$ cat config.mk
export PLATFORM = sky130hd
export DESIGN_NAME = ide_strobe_gen
export DESIGN_NICKNAME = d
export VERILOG_FILES = /design/src/rtl/ide_tg_pkg.sv /design/src/rtl/ide_addr_decode.sv /design/src/rtl/ide_speed_reg.sv /design/src/rtl/ide_cycle_fsm.sv /design/src/rtl/ide_strobe_gen.sv
export SDC_FILE = /design/constraint.sdc
export NUM_CORES = 1
export LEC_CHECK = 0
export BUFFER_PORTS_ARGS = -buffer_cell sky130_fd_sc_hd__buf_2
export CAP_MARGIN = 30
export CORE_AREA = 5 5 66 68
export DETAILED_ROUTE_END_ITERATION = 8
export DIE_AREA = 0 0 71 73
export PLACE_DENSITY = 0.8
export SLEW_MARGIN = 20
export SYNTH_ARGS = -nofsm -noshare
export SYNTH_HDL_FRONTEND = slang
export SYNTH_SLANG_ARGS = --single-unit
$ cat constraint.sdc
create_clock -name clk -period 5.3 [get_ports clk]
set_clock_uncertainty 0.1 [all_clocks]
set_input_delay 0.53 -clock clk [delete_from_list [all_inputs] [get_ports clk]]
set_output_delay 0.53 -clock clk [all_outputs]
set_load 0.01 [all_outputs]
$ cat src/rtl/ide_tg_pkg.sv
package ide_tg_pkg;
  localparam int ADDR_W    = 12;
  localparam int DATA_W    = 16;
  localparam int NUM_PORTS = 2;
  localparam int MODE_W    = 3;
  localparam int CNT_W     = 4;
  localparam int DA_W      = 3;
  localparam logic [ADDR_W-1:0] SPEED_OFS = 12'h7FE;

  typedef struct packed {
    logic [CNT_W-1:0] sel_len;
    logic [CNT_W-1:0] strb_dly;
  } timing_t;

  localparam timing_t SLOW_TIMING = '{sel_len: 4'd11, strb_dly: 4'd4};

  function automatic timing_t mode_timing(input logic [MODE_W-1:0] m);
    timing_t t;
    case (m)
      3'd0:    t = '{sel_len: 4'd7,  strb_dly: 4'd2};
      3'd1:    t = '{sel_len: 4'd9,  strb_dly: 4'd3};
      3'd2:    t = '{sel_len: 4'd11, strb_dly: 4'd4};
      3'd3:    t = '{sel_len: 4'd5,  strb_dly: 4'd1};
      3'd4:    t = '{sel_len: 4'd5,  strb_dly: 4'd2};
      3'd5:    t = '{sel_len: 4'd5,  strb_dly: 4'd3};
      3'd6:    t = '{sel_len: 4'd15, strb_dly: 4'd4};
      default: t = '{sel_len: 4'd5,  strb_dly: 4'd1};
    endcase
    return t;
  endfunction
endpackage

$ cat src/rtl/ide_addr_decode.sv
module ide_addr_decode
  import ide_tg_pkg::*;
(
  input  logic [ADDR_W-1:0] addr,
  output logic              hit_win,
  output logic              hit_spd,
  output logic              port_sel,
  output logic              set_sel,
  output logic [DA_W-1:0]   da,
  output logic              slow
);
  always_comb begin
    hit_win  = (addr[ADDR_W-1 -: 2] == 2'b10);
    hit_spd  = (addr == SPEED_OFS);
    port_sel = addr[9];
    set_sel  = addr[8];
    da       = addr[4:2];
    slow     = addr[6];
  end
endmodule

$ cat src/rtl/ide_speed_reg.sv
module ide_speed_reg
  import ide_tg_pkg::*;
(
  input  logic              clk,
  input  logic              rst_n,
  input  logic              wr_en,
  input  logic [MODE_W-1:0] wr_mode,
  output logic [MODE_W-1:0] mode
);
  logic [MODE_W-1:0] mode_d, mode_q;

  always_comb begin
    mode_d = mode_q;
    if (wr_en) mode_d = wr_mode;
  end

  always_ff @(posedge clk or negedge rst_n) begin
    if (!rst_n) mode_q <= '0;
    else        mode_q <= mode_d;
  end

  assign mode = mode_q;
endmodule

$ cat src/rtl/ide_cycle_fsm.sv
module ide_cycle_fsm
  import ide_tg_pkg::*;
(
  input  logic                 clk,
  input  logic                 rst_n,
  input  logic                 start,
  input  timing_t              tim,
  input  logic                 port_in,
  input  logic                 set_in,
  input  logic [DA_W-1:0]      da_in,
  input  logic                 rnw_in,
  output logic                 busy,
  output logic                 last,
  output logic                 rnw,
  output logic [NUM_PORTS-1:0] cs0_n,
  output logic [NUM_PORTS-1:0] cs1_n,
  output logic [DA_W-1:0]      da,
  output logic                 ior_n,
  output logic                 iow_n
);
  logic             busy_d, busy_q;
  logic [CNT_W-1:0] cnt_d, cnt_q;
  timing_t          tim_d, tim_q;
  logic             strb_d, strb_q;
  logic             port_d, port_q, set_d, set_q, rnw_d, rnw_q;
  logic [DA_W-1:0]  da_d, da_q;

  assign last = busy_q && (cnt_q == tim_q.sel_len);

  always_comb begin
    busy_d = busy_q;
    cnt_d  = cnt_q;
    tim_d  = tim_q;
    strb_d = strb_q;
    port_d = port_q;
    set_d  = set_q;
    rnw_d  = rnw_q;
    da_d   = da_q;
    if (last) begin
      busy_d = 1'b0;
      strb_d = 1'b0;
    end else if (busy_q) begin
      cnt_d  = cnt_q + CNT_W'(1);
      strb_d = (cnt_d > tim_q.strb_dly);
    end else if (start) begin
      busy_d = 1'b1;
      cnt_d  = CNT_W'(1);
      tim_d  = tim;
      strb_d = (CNT_W'(1) > tim.strb_dly);
      port_d = port_in;
      set_d  = set_in;
      rnw_d  = rnw_in;
      da_d   = da_in;
    end
  end

  always_ff @(posedge clk or negedge rst_n) begin
    if (!rst_n) begin
      busy_q <= 1'b0;
      cnt_q  <= '0;
      tim_q  <= '0;
      strb_q <= 1'b0;
      port_q <= 1'b0;
      set_q  <= 1'b0;
      rnw_q  <= 1'b1;
      da_q   <= '0;
    end else begin
      busy_q <= busy_d;
      cnt_q  <= cnt_d;
      tim_q  <= tim_d;
      strb_q <= strb_d;
      port_q <= port_d;
      set_q  <= set_d;
      rnw_q  <= rnw_d;
      da_q   <= da_d;
    end
  end

  for (genvar p = 0; p < NUM_PORTS; p++) begin : g_port
    assign cs0_n[p] = !(busy_q && (port_q == p[0]) && !set_q);
    assign cs1_n[p] = !(busy_q && (port_q == p[0]) &&  set_q);
  end

  assign busy  = busy_q;
  assign rnw   = rnw_q;
  assign da    = da_q;
  assign ior_n = !(strb_q &&  rnw_q);
  assign iow_n = !(strb_q && !rnw_q);
endmodule

$ cat src/rtl/ide_strobe_gen.sv
module ide_strobe_gen
  import ide_tg_pkg::*;
(
  input  logic                 clk,
  input  logic                 rst_n,
  input  logic                 card_sel,
  input  logic [ADDR_W-1:0]    host_addr,
  input  logic                 host_rnw,
  input  logic                 host_strb,
  input  logic [7:0]           host_wdata,
  input  logic [DATA_W-1:0]    ide_din,
  output logic [NUM_PORTS-1:0] ide_cs0_n,
  output logic [NUM_PORTS-1:0] ide_cs1_n,
  output logic [DA_W-1:0]      ide_da,
  output logic                 ide_ior_n,
  output logic                 ide_iow_n,
  output logic                 host_done,
  output logic [DATA_W-1:0]    host_rdata
);
  logic             hit_win, hit_spd, port_sel, set_sel, slow;
  logic [DA_W-1:0]  dec_da;
  logic [MODE_W-1:0] mode;
  logic             busy, last, acc_rnw;
  logic             start_any, acc_start, spd_start;
  logic             armed_d, armed_q, done_d, done_q;
  logic [DATA_W-1:0] rdata_d, rdata_q;
  timing_t          tim_sel;
  logic             unused_wdata;

  assign unused_wdata = ^host_wdata[4:0];

  ide_addr_decode i_dec (
    .addr     (host_addr),
    .hit_win  (hit_win),
    .hit_spd  (hit_spd),
    .port_sel (port_sel),
    .set_sel  (set_sel),
    .da       (dec_da),
    .slow     (slow)
  );

  assign start_any = armed_q && card_sel && host_strb && !busy;
  assign acc_start = start_any && hit_win;
  assign spd_start = start_any && hit_spd;

  ide_speed_reg i_spd (
    .clk     (clk),
    .rst_n   (rst_n),
    .wr_en   (spd_start && !host_rnw),
    .wr_mode (host_wdata[7:5]),
    .mode    (mode)
  );

  assign tim_sel = slow ? SLOW_TIMING : mode_timing(mode);

  ide_cycle_fsm i_fsm (
    .clk     (clk),
    .rst_n   (rst_n),
    .start   (acc_start),
    .tim     (tim_sel),
    .port_in (port_sel),
    .set_in  (set_sel),
    .da_in   (dec_da),
    .rnw_in  (host_rnw),
    .busy    (busy),
    .last    (last),
    .rnw     (acc_rnw),
    .cs0_n   (ide_cs0_n),
    .cs1_n   (ide_cs1_n),
    .da      (ide_da),
    .ior_n   (ide_ior_n),
    .iow_n   (ide_iow_n)
  );

  always_comb begin
    armed_d = armed_q;
    if (start_any)      armed_d = 1'b0;
    else if (!host_strb) armed_d = 1'b1;
    done_d  = last || spd_start;
    rdata_d = rdata_q;
    if (spd_start && host_rnw)
      rdata_d = {{(DATA_W-8){1'b0}}, mode, 5'b11111};
    else if (last && acc_rnw)
      rdata_d = ide_din;
  end

  always_ff @(posedge clk or negedge rst_n) begin
    if (!rst_n) begin
      armed_q <= 1'b0;
      done_q  <= 1'b0;
      rdata_q <= '0;
    end else begin
      armed_q <= armed_d;
      done_q  <= done_d;
      rdata_q <= rdata_d;
    end
  end

  assign host_done  = done_q;
  assign host_rdata = rdata_q;
endmodule

==> results.yml, run 1 <==
critical_path:
  slowest_stage: "nor2_1"
  critPathMaxStageDelay_ns: 0.61
  worstSetupPathType: "flop to flop"
  required_ns: 5.37
  crit_path_start_kind: "flop"
  reg2regPathDepth: 5
  cp_max_fo: 12
  cp.arrival_ns: 2.32
  end_kind: "flop"
  cp_cell_sequence: "xnor2_1, nand4_1, nor2_1, a21oi_1, a22o_1"
yosys:
  ys_top_cells_by_area: "dfrtp_1, nand2_1, a22o_1"
  synth_edf_count: 0
  synth_flop_cell: "dfrtp_1"
  syn-instance-count: 168
  synth_seq_cells: 40
  syn_area_per_cell_sq_um: 10.8
  syn_area_sq_um: 1820
  yosysSeqAreaShare: 0.552
  synth_top_cell_area_share: 0.537
  synth_top_area_cell: "dfrtp_1"
  async_flop_share: 1.00
  syn_nets: 213
  synth_warnings: 0
  yosysUniqueCellTypes: 38
flow_run:
  drv_cap: 0
status:
  status: "finished, final reports clean"
die:
  start_util: 0.478
  die_area_sq_um: 5180
  num_rows: 23
  core_sq_um: 3800
  pin_count: 67
  die_w_um: 71
  die_h_um: 73
sta:
  hold_violations: 0
  rsz0062_at_grt: "false"
  slew_headroom: 0.532
  fmax_mhz: 445
  finalSetupViolations: 0
  period_needed_ns: 2.25
  slew_viol_final: 0
  timing.hold.ws_ns: 0.0851
  tns_ns: 0
  finalCritPeriodShare: 0.424
  worstMarginPinSlew_ns: 0.699
cts:
  postCtsSetupBuffers: 0
  cts_tree: "yes"
  post_cts_resized: 0
  cts-root-buf: "clkbuf_8"
  ctsHoldBuffers: 0
  cts_made_buffers: 5
  clock_path_buffers: 2
  clock_latency_ns: 0.29
  cts_sinks: 40
  clk_pin_slew_worst_paths_ns: 0.08
  h-tree-depth: 2
global_routing:
  gr-total-overflow: 0
  grt.total_usage: 0.160
  grt_use_met1: 0.218
  grt_start_max_net_pins: 41
  met3_usage: 0.0441
  grt_pass1_wl_um: 6620
  grt_pass1_vias: 1438
  busiest_layer: "met2"
  antenna_found_initial: 0
  met2_usage: 0.249
layout:
  final_nets: 278
  antenna_cells: 0
  area_growth_pct: 25.0
  drive_above_1_share: 0.329
detailed_routing:
  dr_total_vias: 1456
  drc: 0
  drt-pass1-iter-count: 4
  via_per_inst: 5.13
  antenna_left: 0
  drtIter0Drc: 57
  wl_per_cell_um: 13.8
  routed_wl_um: 3920
placed_design:
  io_buffers: 61
  dpl.hpwl_um: 2960
  place_congestion: 0.755
pwr:
  power-per-cell-area_nw_per_um2: 489
  max-vdd-ir-drop_uv: 267
  power_leakage_nw: 1.14
min_path:
  hp-class: "input port to asynchronous set/reset pin"
-- through the flow --
stage | util | instances | instance area [sq um] | total power, mW | setup slack, ns
after floorplan | - | 168 | 1820 | 0.781 | 3.40
after global placement | 0.569 | 275 | 2160 | 0.907 | 3.10
after detailed placement | 0.569 | 275 | 2160 | 0.928 | 3.06
after CTS | 0.591 | 283 | 2240 | 1.12 | 3.05
after global routing | 0.598 | 284 | 2270 | 1.20 | 2.90
final | 0.598 | 284 | 2270 | 1.11 | 3.05
-- worst max-delay path, delay by kind of cell, from the launching register on --
family / cells / cell delay (ns)
simple gates: 2 / 0.83
compound gates: 2 / 0.55
flops: 1 / 0.45
xor+xnor: 1 / 0.19
-- cell usage after synthesis (2+ instances only) --
cell type	n
nor3b_1	2
or2_2	2
or3_1	2
nand2b_1	2
o22a_1	5
mux2_1	2
nand4_1	3
nand3b_1	3
o21ai_0	7
xor2_1	2
dfrtp_1	39
buf_2	3
nand3_1	6
a22o_1	8
o21a_1	2
a21boi_0	3
a21oi_1	10
nand2_1	31
ha_1	4
inv_1	5
xnor2_1	5
nor2_1	6
-- report_power, final --
part | switching, mW | internal (mW)
combinational | 0.200 | 0.210
sequential | 0.0860 | 0.422
clock | 0.101 | 0.0924
total | 0.387 | 0.724
-- per-layer routing --
layer | wire length, um | part of all wire
met1 | 1740 | 0.44
met2 | 1890 | 0.48
met3 | 294 | 0.075
met4 | 0 | 0
met5 | 0 | 0
-- state kept, by name, indices dropped and copies added (netlist names), 3 cells and up --
register	flops
host_rdata	16
i_fsm.cnt_q	4
i_fsm.da	3
i_fsm.tim_q	7
i_spd.mode	3
-- kinds of logic after synthesis --
family | count (synthesis) | synth area share
flops | 40 | 0.552
mux | 4 | 0.0241
buf+inv | 10 | 0.0269
fa+ha+maj | 4 | 0.0275
compound gates | 39 | 0.148
simple gates | 64 | 0.188
xor+xnor | 7 | 0.0337
-- worst paths after layout --
kind | start | to | slack, ns
min | rst_n | i_spd.mode[1] | 0.09
min in group clk | host_addr[3] | i_fsm.da[1] | 0.35
max in group asynchronous | rst_n | i_fsm.rnw | 4.47
max reg2reg | i_fsm.cnt_q[0] | host_rdata[8] | 3.05
max | i_fsm.cnt_q[0] | host_rdata[8] | 3.05
min reg2reg | i_fsm.da[1] | i_fsm.da[1] | 0.38
-- cell type report --
| cell class | count | area (sq um) |
|---|---|---|
| Clock inverter | 1 | 5.00 |
| Multi-Input combinational cell | 118 | 766 |
| Tap cell | 50 | 62.6 |
| Clock buffer | 7 | 76.3 |
| Timing Repair Buffer | 63 | 340 |
| Fill cell | 361 | 1530 |
| Inverter | 5 | 18.8 |
| Sequential cell | 40 | 1000 |
-- cells in the final DEF (no fill, tap or decap), types with 6 or more instances in the layout --
cell type | Yosys | final
o21ai_0 | 7 | 7
buf_2 | 3 | 61
dfrtp_1 | 39 | 39
nand3_1 | 6 | 6
nand2_1 | 31 | 31
nor2_1 | 6 | 6
a22o_1 | 8 | 8
a21oi_1 | 10 | 10
Power figures use the tool's default switching activity.
==> inputs of run 2 (changes only) <==
Settings changed: CORE_AREA 5 5 66 68 to 5 5 68 70, DIE_AREA 0 0 71 73 to 0 0 73 75, PLACE_DENSITY 0.8 to 0.76.
Clock period 5.3 ns to 2.1 ns, I/O delays scaled along.
==> run 2 against run 1 <==
Effect of this change:
- core utilization decreased by 0.29 points
- flip-flop and latch count did not move
- wire length is 7.2% higher
- highest routed layer is now met4
- sequential share of layout area shrank 1.1 points
==> results.yml, run 2 (synthesis results as in run 1) <==
detailed_routing:
  dr_total_vias: 1507
  via_per_inst: 5.20
  routed_wl_um: 4210
  drtIter0Drc: 67
  drc: 0
  drt-pass1-iter-count: 4
  antenna_left: 0
  wl_per_cell_um: 14.5
sta:
  tns_ns: 0
  fmax_mhz: 504
  slew_viol_final: 0
  finalCritPeriodShare: 0.945
  rsz0062_at_grt: "false"
  worstMarginPinSlew_ns: 0.574
  hold_violations: 0
  finalSetupViolations: 0
  slew_headroom: 0.617
  period_needed_ns: 1.98
  fin_ws_ns: 0.115
min_path:
  hold_end: "i_fsm.port_q"
  whs_path_depth: 3
  hp-class: "input port to flop"
  hold_start: "host_addr[9]"
layout:
  drive_above_1_share: 0.350
  area_growth_pct: 28.2
  largest_reg_flops: 16
  nFillCells: 355
  final_common_cell: "buf_2"
  final_cell_mix: "buf_2, dfrtp_1, nand2_1, a21oi_1, a22o_1"
  final_nets: 284
  antenna_cells: 0
critical_path:
  end_kind: "flop"
  required_ns: 2.19
  rr_endpoint: "i_fsm.strb_q"
  cp_cell_sequence: "ha_1, ha_1, nor2b_1, o21a_1, o21ai_0, a21oi_1, a31o_2"
  cp.arrival_ns: 2.07
  critPathMaxStageDelay_ns: 0.43
  reg2regPathDepth: 7
  slowest_stage: "dfrtp_1"
  cp_common_cell: "ha_1"
  critical-path-top-delay-family: "adder cells"
  timing.rr.start: "i_fsm.cnt_q[1]"
  cp_max_fo: 4
  critPathBufInv: 0
  crit_path_start_kind: "flop"
  worstSetupPathType: "flop to flop"
  cp-startpoint: "i_fsm.cnt_q[1]"
  regToRegSetupSlack_ns: 0.12
flow_run:
  drv_cap: 0
cts:
  postCtsSetupBuffers: 0
  cts_tree: "yes"
  post_cts_resized: 0
  clk_pin_slew_worst_paths_ns: 0.08
  clock_path_buffers: 2
  h-tree-depth: 2
  ctsHoldBuffers: 1
  cts-root-buf: "clkbuf_8"
  clock_latency_ns: 0.30
  cts_made_buffers: 5
  cts_sinks: 40
pwr:
  max-vdd-ir-drop_uv: 723
  power-per-cell-area_nw_per_um2: 1290
  power_leakage_nw: 1.17
status:
  status: "finished, final reports clean"
placed_design:
  dpl.hpwl_um: 3280
  pre_cts_ws_ns: 0.132
  io_buffers: 61
  place_congestion: 0.829
die:
  die_area_sq_um: 5480
  core_sq_um: 3910
  die_w_um: 73
  pin_count: 67
  start_util: 0.464
  die_h_um: 75
  num_rows: 23
global_routing:
  grt.total_usage: 0.167
  antenna_found_initial: 0
  grt_pass1_wl_um: 6890
  grt_start_max_net_pins: 20
  grt_pass1_vias: 1492
  gr-total-overflow: 0
## run 2: worst max-delay path by stage
stage	endpoint	cells past startpoint
floorplan	i_fsm.strb_q	7
global placement	i_fsm.strb_q	7
detailed placement	i_fsm.strb_q	7
CTS	i_fsm.strb_q	7
global route	i_fsm.strb_q	7
finish	i_fsm.strb_q	7
## run 2: area by class of cell
cell class | count | area, sq um | area share
Sequential cell | 40 | 1000 | 0.430
Multi-Input combinational cell | 118 | 766 | 0.329
Timing Repair Buffer | 69 | 368 | 0.158
Clock buffer | 5 | 68.8 | 0.0296
Tap cell | 50 | 62.6 | 0.0269
Clock inverter | 3 | 42.5 | 0.0183
Inverter | 5 | 18.8 | 0.00806
## run 2: tightest hold or removal path: stages
cell	delay [ns]
buf_2	0.09
nand2_1	0.04
nand2_1	0.05
## run 2: power breakdown
group          total, mW  internal (mW)  switching (mW)
registers           1.26           1.06           0.194
clock network      0.620          0.351           0.269
logic               1.11          0.556           0.558
## run 2: metal layers
layer / global-route usage / part of all wire
met1: 0.212 / 0.44
met2: 0.255 / 0.47
met3: 0.0547 / 0.080
met4: 0.0861 / 0.018
met5: 0 / 0
## run 2: stage by stage
stage	hold WS [ns]	util	power, mW	std cells	instance area, sq um
detailed placement	0.0658	0.564	2.39	281	2210
global placement	0.0659	0.564	2.34	281	2210
global route	0.0329	0.595	3.22	290	2330
finish	0.0199	0.595	2.99	290	2330
floorplan	-0.186	-	1.97	168	1820
CTS	0.0141	0.595	3.02	290	2330
